===== config.mk =====
export PLATFORM = sky130hd
export DESIGN_NAME = bmx_unit
export DESIGN_NICKNAME = d
export VERILOG_FILES = /design/src/rtl/bmx_pkg.sv /design/src/rtl/bmx_flip.sv /design/src/rtl/bmx_mul.sv /design/src/rtl/bmx_unit.sv
export SDC_FILE = /design/constraint.sdc
export NUM_CORES = 1
export LEC_CHECK = 0
export ABC_AREA = 0
export BUFFER_PORTS_ARGS = -buffer_cell sky130_fd_sc_hd__buf_4
export CAP_MARGIN = 5
export CORE_ASPECT_RATIO = 1.2
export CORE_UTILIZATION = 63
export DETAILED_ROUTE_END_ITERATION = 12
export GPL_TIMING_DRIVEN = 0
export PLACE_DENSITY = 0.86
export SLEW_MARGIN = 20
export SYNTH_ARGS = -nofsm -noshare
export SYNTH_HDL_FRONTEND = slang
export SYNTH_SLANG_ARGS = --single-unit

===== constraint.sdc =====
create_clock -name clk -period 4.95 [get_ports clk]
set_clock_uncertainty 0.2 [all_clocks]
set_input_delay 0.2475 -clock clk [delete_from_list [all_inputs] [get_ports clk]]
set_output_delay 0.2475 -clock clk [all_outputs]
set_load 0.05 [all_outputs]

===== src/rtl/bmx_pkg.sv =====
package bmx_pkg;
    typedef enum logic [1:0] {
        OP_FLIP = 2'b00,
        OP_XMUL = 2'b01,
        OP_OMUL = 2'b10,
        OP_NONE = 2'b11
    } op_e;

    typedef enum logic {
        ST_IDLE = 1'b0,
        ST_HOLD = 1'b1
    } ost_e;
endpackage


===== src/rtl/bmx_flip.sv =====
module bmx_flip #(
    parameter int ROWS = 8,
    localparam int W = ROWS * ROWS
) (
    input  logic [W-1:0] mat_in,
    output logic [W-1:0] mat_out
);
    for (genvar k = 0; k < ROWS; k++) begin : g_row
        for (genvar j = 0; j < ROWS; j++) begin : g_col
            assign mat_out[j*ROWS + k] = mat_in[k*ROWS + j];
        end
    end
endmodule


===== src/rtl/bmx_mul.sv =====
module bmx_mul #(
    parameter int ROWS = 8,
    localparam int W = ROWS * ROWS
) (
    input  logic [W-1:0] lhs,
    input  logic [W-1:0] rhs,
    output logic [W-1:0] prod_xor,
    output logic [W-1:0] prod_or
);
    logic [W-1:0] rhs_t;

    bmx_flip #(.ROWS(ROWS)) u_rhs_flip (
        .mat_in (rhs),
        .mat_out(rhs_t)
    );

    for (genvar r = 0; r < ROWS; r++) begin : g_r
        for (genvar c = 0; c < ROWS; c++) begin : g_c
            logic [ROWS-1:0] terms;
            assign terms = lhs[r*ROWS +: ROWS] & rhs_t[c*ROWS +: ROWS];
            assign prod_xor[r*ROWS + c] = ^terms;
            assign prod_or[r*ROWS + c]  = |terms;
        end
    end
endmodule


===== src/rtl/bmx_unit.sv =====
module bmx_unit
    import bmx_pkg::*;
#(
    parameter int ROWS    = 8,
    parameter bit REG_OUT = 1'b1,
    localparam int W = ROWS * ROWS
) (
    input  logic         clk,
    input  logic         rst,
    input  logic         in_valid,
    input  logic [1:0]   op_sel,
    input  logic [W-1:0] opnd_a,
    input  logic [W-1:0] opnd_b,
    output logic [W-1:0] result,
    output logic         out_valid
);
    logic [W-1:0] flip_a;
    logic [W-1:0] px, po;
    logic [W-1:0] comb_res;
    op_e          op;

    assign op = op_e'(op_sel);

    bmx_flip #(.ROWS(ROWS)) u_flip_a (
        .mat_in (opnd_a),
        .mat_out(flip_a)
    );

    bmx_mul #(.ROWS(ROWS)) u_mul (
        .lhs     (opnd_a),
        .rhs     (opnd_b),
        .prod_xor(px),
        .prod_or (po)
    );

    always_comb begin
        unique case (op)
            OP_FLIP: comb_res = flip_a;
            OP_XMUL: comb_res = px;
            OP_OMUL: comb_res = po;
            OP_NONE: comb_res = '0;
            default: comb_res = '0;
        endcase
    end

    if (REG_OUT) begin : g_reg
        ost_e         st_q;
        logic [W-1:0] res_q;

        always_ff @(posedge clk) begin
            if (rst) begin
                st_q  <= ST_IDLE;
                res_q <= '0;
            end else begin
                unique case (st_q)
                    ST_IDLE: st_q <= in_valid ? ST_HOLD : ST_IDLE;
                    ST_HOLD: st_q <= in_valid ? ST_HOLD : ST_IDLE;
                    default: st_q <= ST_IDLE;
                endcase
                if (in_valid) res_q <= comb_res;
            end
        end

        always_comb begin
            out_valid = (st_q == ST_HOLD);
            result    = res_q;
        end


        xor_within_or_chk: assert property (@(posedge clk) disable iff (rst)
            (px & ~po) == '0);


        none_zero_chk: assert property (@(posedge clk) disable iff (rst)
            (in_valid && op_sel == 2'b11) |=> (result == '0));


        valid_follow_chk: assert property (@(posedge clk) disable iff (rst)
            in_valid |=> out_valid);


        idle_hold_chk: assert property (@(posedge clk) disable iff (rst)
            !in_valid |=> (!out_valid && $stable(result)));


        reset_clear_chk: assert property (@(posedge clk)
            rst |=> (!out_valid && result == '0));
    end else begin : g_comb
        always_comb begin
            out_valid = in_valid;
            result    = comb_res;
        end
    end
endmodule


== Word level (Yosys, flattened, before mapping) ==
Cells that the tools add are included.

* Equality and inequality tests: 3
* Multiplexer cells: 2
* Bitwise logic cells: 64
* Reduce and logical (&&, ||, !) cells: 129

{| class="wikitable"
|+ Operators by type and width
! kind !! count
|-
| $and A8 B8 Y8 || 64
|-
| $reduce_or A8 Y1 || 64
|-
| $reduce_xor A8 Y1 || 64
|-
| $pmux W64 S4 || 1
|-
| $eq A2 B2 Y1 const B || 2
|-
| $eq A2 B1 Y1 const B || 1
|-
| $logic_not A2 Y1 || 1
|-
| $mux W1 || 1
|}

* Register bits: 65
* Bits of input ports: 133
* Output and inout bits: 65
* Word-level logic and storage cells: 200

== Longest topological paths before layout ==
Gate-level depths: netlist of the first run.

* Depth after elaboration: 3
* Depth in mapped cells: 7

== Hierarchy ==
From an unflattened synthesis of the first run, not the netlist that was laid out.

* Cells, all modules: 1716
* Area total of the unflattened synthesis: 13030.0 sq um

{| class="wikitable"
|+ Modules (own cells, without submodules)
! module !! times used !! cells an instance !! area an instance (sq um) !! sequential area each (sq um)
|-
| bmx_mul || 1 || 1152 || 7847.5 || 0.0
|-
| bmx_unit || 1 || 436 || 4221.5 || 1301.2
|-
| bmx_flip || 2 || 64 || 480.5 || 0.0
|}

== Worst setup path before layout of the first run ==
No wires, ideal clock.

* Kind: input port to flip-flop
* From: in opnd_a[17]
* To: reg g_reg.res_q[21] (netlist: result[21])
* Setup time: 0.134 ns
* Arrival: 1.457 ns
* Data required time: 4.616 ns
* Slack: 3.159 ns
* Stages on the path: 7
* Path buffers: 1
* Cell sequence: clkbuf_1 nand2_1 ha_1 xor2_1 xnor2_1 a221oi_1 a211oi_1

* Word-level cells in the longest chain between the ends: 3
* Elaborated cells on any way between the ends: 4
* Classes of those cells: mux: 1; bitwise: 1; reduce/logical: 2

{| class="wikitable"
|+ Ends and longest elaborated chain
! what !! line !! source
|-
| start: declaration || bmx_unit.sv:12 || <nowiki>input logic [W-1:0] opnd_a,</nowiki>
|-
| $and A8 B8 Y8 (*) || bmx_mul.sv:20 || <nowiki>assign terms = lhs[r*ROWS +: ROWS] & rhs_t[c*ROWS +: ROWS];</nowiki>
|-
| $reduce_or A8 Y1 or $reduce_xor A8 Y1 (tied branches) || bmx_mul.sv:22, bmx_mul.sv:21 ||
|-
| $pmux W64 S4 (*) || bmx_unit.sv:37 || <nowiki>unique case (op)</nowiki>
|-
| end signal: assignment || bmx_unit.sv:60 || <nowiki>if (in_valid) res_q <= comb_res;</nowiki>
|-
| end: declaration || bmx_unit.sv:48 || <nowiki>logic [W-1:0] res_q;</nowiki>
|}

Every way passes the cells marked *; elsewhere a longest branch is shown, timed or not.
A chain may end at the register's enable or synchronous reset.

== Worst setup path after layout of the first run ==
* From: in opnd_a[5]
* To: reg g_reg.res_q[3] (netlist: result[3])

The elaborated chain is that of the path after synthesis.

==> metrics.md, run 1 <==
| Metric | Value |
|---|---|
| Max Buffers Root-to-Sink | `2` |
| Fin cells | `1837` |
| Synth async-reset ratio | `0%` |
| Slew Limit Fails | `0` |
| Root buffer cell | `clkbuf_16` |
| Routability-driven placement congestion ratio | `1.057` |
| Pwr Total | `2.931 mW` |
| Fin util | `70.95%` |
| Final Hold Fails | `0` |
| Status | `complete, no violations` |
| Hold_ws | `182.9 ps` |
| Final HPWL from detailed placement | `33790 um` |
| Total GRT Usage | `56.80%` |
| Port bufs | `66` |
| Slew HR | `23.90%` |
| Dpl cell area | `11620 um^2` |
| Synthesis-to-layout area growth | `10.12%` |
| Syn_nets | `1927` |
| Fin crit share | `50.74%` |
| Post-CTS setup buffer count | `0` |
| Nets | `2005` |
| GR Overflow Total | `0` |
| First-pass GRT wire length | `73350 um` |
| YS warnings | `0` |
| Primary FF master, synth | `dfxtp_1` |
| Placed Cells | `1820` |
| Layout cell share with drive strength beyond 1 | `6.663%` |
| Routed length per instance | `27.03 um` |
| Quantity of hold-fixing buffers added after cts | `0` |
| Post-synth EDFFs | `0` |
| # diodes | `0` |
| Tmin final | `2511 ps` |
| Initial antenna violation count | `1` |
| Sink Count | `65` |
| Fill count | `1468` |
| Worst min path class | `in2reg` |
| CP Data Arrival Time | `2580 ps` |
| Post-CTS sizing | `0` |
| Synthesized area | `10860 um^2` |
| Power Dens Cells | `245.1 nW/um^2` |
| Std cell rows | `52` |
| Starting Density | `64.43%` |
| Setup-failing EPs final | `0` |
| Max FO, Critical Path | `9` |
| Residual DRC | `0` |
| Top Ports | `198` |
| Setup TNS | `0 ps` |
| Die Y | `145.8 um` |
| Die width | `121.8 um` |
| Full die area | `17770 um^2` |
| Flop and latch count out of synthesis | `65` |
| VDD IR max | `0.0001780 V` |
| Num CTS Buffers | `9` |
| CORE AREA | `16850 um^2` |
| Max Cap Violations | `0` |
| ANT nets after route | `0` |
| First DRT Iteration DRCs | `2130` |
| CP endpoint kind | `register` |
| Clock slew seen by the registers of the worst setup and hold paths | `60 ps` |
| Syn Area/Cell | `7.060 um^2` |
| Sequential share of the synthesized area | `11.98%` |
| Overall via count from detail_route | `13077` |
| FF+latch area | `1301 um^2` |
| Worst Tran Pin Value | `1141 ps` |
| H-tree Lvls | `3` |
| Crit start category | `input port` |
| Largest net degree at the start of global routing | `13` |
| DRT Pass-1 Iters | `6` |
| Pre-CTS setup slack | `2549 ps` |
| Vias in the first global route | `12489` |
| RSZ-0062 raised after global routing | `no` |
| Area of the multi-input gates | `8875 um^2` |
| Post-Synthesis Cells | `1538` |
| Leak | `5.272 nW` |
| Final wirelength | `49650 um` |
| Skew-Pair Late Insertion Delay | `370 ps` |
| Kind of critical path | `in2reg` |
| Worst setup margin | `2439 ps` |
| CTS tree | `yes` |
| Critical path data required time | `5020 ps` |
| Design Area, Final | `11960 um^2` |
| Via/cell ratio | `7.119` |
| Post-synth cell types | `22` |
| Fmax | `0.3982 GHz` |
[path summary, 6_finish.rpt]
kind / from / end / slack [ps] / cells after the start
worst min-delay path: opnd_a[62] / result[55] / 180 / 3
worst max register to register: result[18] / result[18] / 3810 / 2
worst max-delay path: opnd_a[5] / result[3] / 2440 / 7
worst min register to register: result[37] / result[37] / 290 / 2
[critical path, cell delays in order]
cell and delay, ps:
clkbuf_1 680, nand2_1 140, ha_1 330, xor2_1 150, xnor2_1 640, nand2_1 130, a311oi_1 270
[synth_stat cells (20+ instances only)]
library cell | instances | area, um^2
nand2_1 | 576 | 2162
ha_1 | 256 | 3203
clkbuf_1 | 135 | 506.7
xnor2_1 | 128 | 1121
dfxtp_1 | 65 | 1301
xor2_1 | 64 | 560.5
nor2_1 | 51 | 191.4
a21oi_1 | 49 | 245.2
a311oi_1 | 49 | 429.2
a41oi_1 | 49 | 429.2
buf_2 | 20 | 100.1
[cell type report]
cell class,count,share of cell area (%)
flip-flops and latches,65,10.88
multi-input cells,1300,74.23
plain buffers,172,5.682
clock inverters,7,0.7953
clock buffers,9,1.884
well taps,216,2.260
repair buffers,67,4.238
inverters,1,0.03139
[cells by family after synthesis]
family                   share of synthesized area (%)
adder cells (fa/ha/maj)                          29.50
AO/OA/AOI/OAI                                    13.97
flip-flops                                       11.98
buffers and inverters                            6.280
XOR/XNOR                                         15.49
AND/OR/NAND/NOR                                  22.78
[cell usage in the layout, fill, tap and decap left out, drive strengths merged, types with 49 or more instances in the layout]
master and count:
nand2 576, ha 256, clkbuf 145, xnor2 128, buf 103, dfxtp 65, xor2 64, nor2 51
a41oi 49, a21oi 49, a311oi 49
[per-layer routing]
metal / track usage [%] / up-vias / part of all wire (%)
li1: - / 5348 / -
met1: 63.79 / 5894 / 32
met2: 77.06 / 1329 / 39
met3: 28.57 / 502 / 17
met4: 50.68 / 4 / 12
met5: 3.125 / - / 0.19
[power breakdown]
part	internal (mW)	switching, mW
Combinational	0.572	1.02
Clock	0.441	0.304
Sequential	0.568	0.0297
[state kept, by name (all words and copies together), names as in the netlist]
name,cells
out_valid,1
result,64
Power figures use the tool's default switching activity.
==> run 2, diff against run 1 <==
--- a/config.mk
+++ b/config.mk
@@ -9,10 +9,10 @@
 export BUFFER_PORTS_ARGS = -buffer_cell sky130_fd_sc_hd__buf_4
 export CAP_MARGIN = 5
 export CORE_ASPECT_RATIO = 1.2
-export CORE_UTILIZATION = 63
+export CORE_UTILIZATION = 59
 export DETAILED_ROUTE_END_ITERATION = 12
 export GPL_TIMING_DRIVEN = 0
-export PLACE_DENSITY = 0.86
+export PLACE_DENSITY = 0.81
 export SLEW_MARGIN = 20
 export SYNTH_ARGS = -nofsm -noshare
 export SYNTH_HDL_FRONTEND = slang
==> constraint.sdc (replaced) <==
create_clock -name clk -period 2.5 [get_ports clk]
set_clock_uncertainty 0.2 [all_clocks]
set_input_delay 0.125 -clock clk [delete_from_list [all_inputs] [get_ports clk]]
set_output_delay 0.125 -clock clk [all_outputs]
set_load 0.05 [all_outputs]
==> metrics.md, run 2 (same netlist as run 1, synthesis figures left out) <==
| Metric | Value |
|---|---|
| Layout cell share with drive strength beyond 1 | `6.481% (-0.18 points)` |
| Max FO, Critical Path | `9 (unchanged)` |
| Hold_ws | `57.81 ps (-125.1 ps)` |
| Worst setup margin | `248.9 ps (-2190 ps)` |
| CORE AREA | `18110 um^2 (+7.5%)` |
| Leak | `5.239 nW (-0.64%)` |
| Synthesis-to-layout area growth | `9.830%` |
| ANT nets after route | `0 (unchanged)` |
| Root buffer cell | `clkbuf_16` |
| Top Ports | `198 (unchanged)` |
| CP max-delay cell | `clkbuf_1` |
| Crit-path cells | `clkbuf_1 -> nand2_1 -> ha_1 -> xnor2_1 -> xnor2_1 -> nand2_1 -> a311oi_1` |
| Num CTS Buffers | `9 (unchanged)` |
| Flop2flop setup slack | `1390 ps (-2420 ps)` |
| Sink Count | `65 (unchanged)` |
| Final HPWL from detailed placement | `34060 um (+0.80%)` |
| VDD IR max | `0.0003842 V (+120%)` |
| Initial antenna violation count | `6 (+5)` |
| Routability-driven placement congestion ratio | `0.9942 (-5.9%)` |
| Nets | `2004 (-0.050%)` |
| CP peak stage delay | `710 ps (+30 ps)` |
| GR Overflow Total | `0 (unchanged)` |
| Via/cell ratio | `6.958 (-2.3%)` |
| Max FFs per register | `64 (unchanged)` |
| Design Area, Final | `11930 um^2 (-0.26%)` |
| First-pass GRT wire length | `71870 um (-2.0%)` |
| Pwr Total | `5.632 mW (+92%)` |
| Most frequent cells in the layout | `576 x nand2_1, 256 x ha_1, 136 x clkbuf_1` |
| Die width | `125.8 um (+3.3%)` |
| Setup-failing EPs final | `0 (unchanged)` |
| CP Data Arrival Time | `2330 ps (-250 ps)` |
| R2R Path Start | `result[4]` |
| Skew-Pair Late Insertion Delay | `360 ps (about the same)` |
| Slew HR | `20.64% (-3.3 points)` |
| Starting Density | `59.96% (-4.5 points)` |
| Max Cap Violations | `0 (unchanged)` |
| Pre-CTS setup slack | `222.5 ps (-2326 ps)` |
| Routed length per instance | `26.89 um (-0.52%)` |
| Post-CTS sizing | `0 (unchanged)` |
| Critical path data required time | `2580 ps (-2440 ps)` |
| Die Y | `150.6 um (+3.3%)` |
| Largest net degree at the start of global routing | `12 (-1)` |
| Fin crit share | `90.05%` |
| Full die area | `18950 um^2 (+6.7%)` |
| Fill count | `1675 (+14%)` |
| Quantity of hold-fixing buffers added after cts | `0 (unchanged)` |
| CTS tree | `yes` |
| Tmin final | `2251 ps` |
| Crit start category | `input port` |
| Overall via count from detail_route | `12851 (-1.7%)` |
| Port bufs | `66 (unchanged)` |
| H-tree Lvls | `3 (unchanged)` |
| Std cell rows | `54 (+3.8%)` |
| Kind of critical path | `in2reg` |
| RSZ-0062 raised after global routing | `no` |
| Power Dens Cells | `472.3 nW/um^2 (+93%)` |
| Final wirelength | `49660 um (about the same)` |
| Status | `complete, no violations` |
| Fmax | `0.4442 GHz` |
| FF+latch area | `1301 um^2 (unchanged)` |
| CP endpoint kind | `register` |
| First DRT Iteration DRCs | `2102 (-1.3%)` |
| Slew Limit Fails | `0 (unchanged)` |
| Clock slew seen by the registers of the worst setup and hold paths | `70 ps (about the same)` |
| Residual DRC | `0 (unchanged)` |
| Post-CTS setup buffer count | `0 (unchanged)` |
| Final Hold Fails | `0 (unchanged)` |
| Vias in the first global route | `12265 (-1.8%)` |
| Dpl cell area | `11630 um^2 (about the same)` |
| Worst Tran Pin Value | `1190 ps (+49.03 ps)` |
| Commonest non-fill, non-tap cell in the layout | `nand2_1` |
| Hold wc startpoint | `opnd_a[14]` |
| DRT Pass-1 Iters | `7 (+1)` |
| Max Buffers Root-to-Sink | `2 (unchanged)` |
| Worst min path class | `in2reg` |
| Area of the multi-input gates | `8875 um^2 (unchanged)` |
| Total GRT Usage | `52.48% (-4.3 points)` |
| Setup TNS | `0 ps (unchanged)` |
| Critical Path Start | `opnd_a[58]` |
run 2: cell count changes in the layout (fill, tap and decap cells not counted), sizes merged:
cell	before	now
clkinv	4	1
diode	0	3
clkbuf	145	147
bufinv	2	0
clkinvlp	1	3
run 2: worst max-delay path: cells and delay by family:
family,cells,cell delay (ps)
compound gates,1,260
xor+xnor,2,640
fa+ha+maj,1,340
buf+inv,1,710
simple gates,2,250
run 2: metal layers:
metal  track usage [%]  wire (um)
met1             56.85      16400
met2             77.22      20230
met3             21.57       7427
met4             50.90       5550
met5                 0         45
run 2: report_power, final:
group	internal [mW]	switching, mW	total, mW	leakage, nW
registers	1.12	0.0593	1.18	0.539
logic	1.13	1.99	3.11	4.57
clock network	0.726	0.609	1.34	0.131
total	2.98	2.65	5.63	5.24
run 2: worst paths after layout:
check               endpoint  depth (start not counted)
setup / recovery  result[60]                          7
hold / removal    result[49]                          3
setup reg to reg   result[4]                          2
hold reg to reg   result[29]                          2
run 2: area by class of cell:
class                      instances  area share, %
buffer                           172          5.687
tap                              224          2.350
clock inverter                     4         0.2308
multi-input combinational       1300          74.42
inverter                           1        0.03148
timing repair buffer              66          4.155
clock buffer                      12          2.151
antenna                            3        0.06295
sequential                        65          10.91
run 2: per-stage QoR:
stage          utilization, %  instances
6_report                65.86       1847
4_1_cts                 65.82       1844
3_3_place_gp            64.25       1828
5_1_grt                 65.83       1845
3_5_place_dp            64.25       1828
2_1_floorplan               -       1538
==> run 3, diff against run 2 <==
--- a/config.mk
+++ b/config.mk
@@ -9,11 +9,12 @@
 export BUFFER_PORTS_ARGS = -buffer_cell sky130_fd_sc_hd__buf_4
 export CAP_MARGIN = 5
 export CORE_ASPECT_RATIO = 1.2
-export CORE_UTILIZATION = 59
+export CORE_UTILIZATION = 60
 export DETAILED_ROUTE_END_ITERATION = 12
 export GPL_TIMING_DRIVEN = 0
 export PLACE_DENSITY = 0.81
 export SLEW_MARGIN = 20
 export SYNTH_ARGS = -nofsm -noshare
 export SYNTH_HDL_FRONTEND = slang
+export SYNTH_HIERARCHICAL = 1
 export SYNTH_SLANG_ARGS = --single-unit
==> metrics.md, run 3 <==
| Metric | Value |
|---|---|
| Max FO, Critical Path | `8 (-1)` |
| Final HPWL from detailed placement | `37840 um (+11%)` |
| Max FFs per register | `64 (unchanged)` |
| Max Cap Violations | `0 (unchanged)` |
| ANT nets after route | `0 (unchanged)` |
| Seq pwr share | `19.3% (-1.7 points)` |
| Flop2flop setup slack | `1560 ps (+170 ps)` |
| Initial antenna violation count | `3 (-3)` |
| Total GRT Usage | `49.23% (-3.2 points)` |
| GR Overflow Total | `0 (unchanged)` |
| Final Hold Fails | `1 (+1)` |
| Vias in the first global route | `12906 (+5.2%)` |
| Std cell rows | `58 (+7.4%)` |
| Fin cells | `2069 (+12%)` |
| Die Y | `163.4 um (+8.5%)` |
| Critical path data required time | `2590 ps (about the same)` |
| Skew-Pair Late Insertion Delay | `360 ps (about the same)` |
| Slew HR | `43.90% (+23 points)` |
| Kind of critical path | `in2reg` |
| Hold wc startpoint | `opnd_a[18]` |
| Leak | `6.479 nW (+24%)` |
| Top Ports | `198 (unchanged)` |
| Pint | `3.471 mW (+17%)` |
| Most frequent cells in the layout | `512 x nand2_1, 256 x ha_1, 203 x buf_4` |
| Post-CTS sizing | `0 (unchanged)` |
| Largest net degree at the start of global routing | `11 (-1)` |
| First-pass GRT wire length | `78180 um (+8.8%)` |
| H-tree Lvls | `3 (unchanged)` |
| Comb pwr share | `58.4% (+3.1 points)` |
| Fin crit share | `71.84% (-18 points)` |
| Tmin final | `1796 ps (-455.1 ps)` |
| Worst Tran Pin Value | `841.5 ps (-349.0 ps)` |
| Hold_ws | `-8.036 ps (-65.84 ps)` |
| Commonest non-fill, non-tap cell in the layout | `nand2_1` |
| Fmax | `0.5568 GHz (+25%)` |
| Port bufs | `67 (+1.5%)` |
| Routed length per instance | `26.37 um (-1.9%)` |
| R2r worst-path depth | `2 (unchanged)` |
| Setup-failing EPs final | `0 (unchanged)` |
| Syn_nets | `2105 (+9.2%)` |
| Starting Density | `61.70% (+1.7 points)` |
| Synthesis-to-layout area growth | `8.805%` |
| Num CTS Buffers | `9 (unchanged)` |
| Placed Cells | `2053 (+12%)` |
| Failing checks | `negative hold slack` |
| R2R Path Start | `result[23]` |
| Sink Count | `65 (unchanged)` |
| Capturing point of the worst reg2reg path | `result[23]` |
| Residual DRC | `0 (unchanged)` |
| DRT Pass-1 Iters | `6 (-1)` |
| CTS tree | `yes` |
| Post-synth EDFFs | `0 (unchanged)` |
| Full die area | `22310 um^2 (+18%)` |
| Ranking of synthesized cells by area | `ha_1 25%, nand2_1 15%, dfxtp_1 10%` |
| Pwr Total | `6.180 mW (+9.7%)` |
| Layout cell share with drive strength beyond 1 | `27.35% (+21 points)` |
| Hold path depth | `4 (+1)` |
| Nets | `2184 (+9.0%)` |
| Sequential share of the synthesized area | `9.987% (-2.0 points)` |
| Overall via count from detail_route | `13382 (+4.1%)` |
| Die width | `136.5 um (+8.5%)` |
| Cell with the most instances after synthesis | `nand2_1` |
| Clock share of power | `22.3% (-1.4 points)` |
| Net Sw Power | `2.709 mW (+2.0%)` |
| CP endpoint kind | `register` |
| Largest area contributor in the synthesized netlist | `ha_1` |
| RSZ-0062 raised after global routing | `no` |
| Crit start category | `input port` |
| CORE AREA | `21120 um^2 (+17%)` |
| Synth async-reset ratio | `0% (unchanged)` |
| Worst min path class | `in2reg` |
| Post-Synthesis Cells | `1716 (+12%)` |
| Synth top cells by count | `512 x nand2_1, 256 x ha_1, 136 x buf_4` |
| Status | `finished with violations` |
| VDD IR max | `0.0003506 V (-8.7%)` |
| Root buffer cell | `clkbuf_16` |
| YS warnings | `6 (+6)` |
| Routability-driven placement congestion ratio | `1.007 (+1.3%)` |
| Clock slew seen by the registers of the worst setup and hold paths | `60 ps (about the same)` |
| # diodes | `0 (-3)` |
| Post-synth cell types | `20 (-9.1%)` |
| Hold Path End | `result[18]` |
| Via/cell ratio | `6.468 (-7.0%)` |
| Primary FF master, synth | `dfxtp_1` |
| Syn Area/Cell | `7.593 um^2 (+7.6%)` |
| Synthesized area | `13030 um^2 (+20%)` |
| Max Buffers Root-to-Sink | `2 (unchanged)` |
| Setup TNS | `0 ps (unchanged)` |
| Flop and latch count out of synthesis | `65 (unchanged)` |
| Final wirelength | `54560 um (+9.9%)` |
| CP Data Arrival Time | `1880 ps (-450 ps)` |
| First DRT Iteration DRCs | `2075 (-1.3%)` |
| Power Dens Cells | `435.9 nW/um^2 (-7.7%)` |
| Slew Limit Fails | `0 (unchanged)` |
| Switching share of power | `43.83% (-3.3 points)` |
| Top cell type's share of synthesized area | `24.58% (-4.9 points)` |
-- run 3: changes by cell type in the layout (fill, tap and decap cells not counted), moves of 51 or more --
cell / before / now
buf_4: 68 / 203
clkbuf_1: 136 / 4
nor2b_1: 1 / 129
clkbuf_2: 0 / 70
nand2_1: 576 / 512
nand4_1: 0 / 64
o22ai_1: 0 / 64
a211oi_2: 0 / 60
nor3_2: 0 / 60
buf_2: 20 / 75
nor2_1: 51 / 0
-- run 3: what timing repair did --
action / in CTS / in global routing
buffers inserted: 0 / 0
hold buffers: 1 / 0
endpoints found under the hold margin: 1 / 0
-- run 3: area by class of cell --
type | instances | area [um^2]
Timing Repair Buffer | 68 | 513.0
Multi-Input combinational cell | 1347 | 9828
Clock inverter | 3 | 40.04
Buffer | 304 | 1901
Clock buffer | 12 | 256.5
Sequential cell | 65 | 1301
Fill cell | 1823 | 6940
Tap cell | 270 | 337.8
-- run 3: worst max path at each step --
| stage | start | endpoint | slack [ps] | cells past startpoint |
|---|---|---|---|---|
| 6_report | opnd_b[56] | result[56] | 700 | 9 |
| 5_1_grt | opnd_b[33] | result[17] | 650 | 9 |
| 4_1_cts | rst | result[21] | 760 | 4 |
| 3_5_place_dp | opnd_b[13] | result[5] | 450 | 9 |
| 3_3_place_gp | opnd_b[13] | result[5] | 470 | 9 |
| 2_1_floorplan | opnd_b[10] | result[58] | 880 | 9 |
-- run 3: cell families after synthesis --
group | Yosys count | share of synthesized area (%)
fa+ha+maj | 256 | 24.58
simple gates | 771 | 28.87
buf+inv | 304 | 14.59
compound gates | 128 | 9.065
xor+xnor | 192 | 12.91
flops | 65 | 9.987
-- run 3: worst max-delay path, stage by stage --
cell,delay [ps]
buf_4,70
clkbuf_2,380
nand2_1,130
ha_1,350
xnor2_1,260
xnor2_1,160
nor2b_1,180
o22ai_1,90
nor3_2,120
-- run 3: metal layers --
layer	part of all wire (%)	global-route usage, %
met1	34	58.69
met2	41	71.34
met3	16	17.75
met4	9.2	37.47
met5	0.049	0
-- run 3: power by group through the flow --
stage | Combinational (mW) | Sequential, mW | Clock (mW)
3_5_place_dp | 3.47 | 1.21 | 0
5_1_grt | 3.82 | 1.20 | 1.43
6_report | 3.61 | 1.19 | 1.38
2_1_floorplan | 2.30 | 1.55 | 0
3_3_place_gp | 3.40 | 1.21 | 0
4_1_cts | 3.49 | 1.19 | 1.37
-- run 3: through the flow --
stage	setup WS, ps	util [%]	cell area, um^2
finish	704.0	67.13	14180
global route	647.0	67.13	14180
CTS	759.4	67.13	14180
detailed placement	447.4	65.68	13870
global placement	470.2	65.68	13870
floorplan	882.0	-	13030
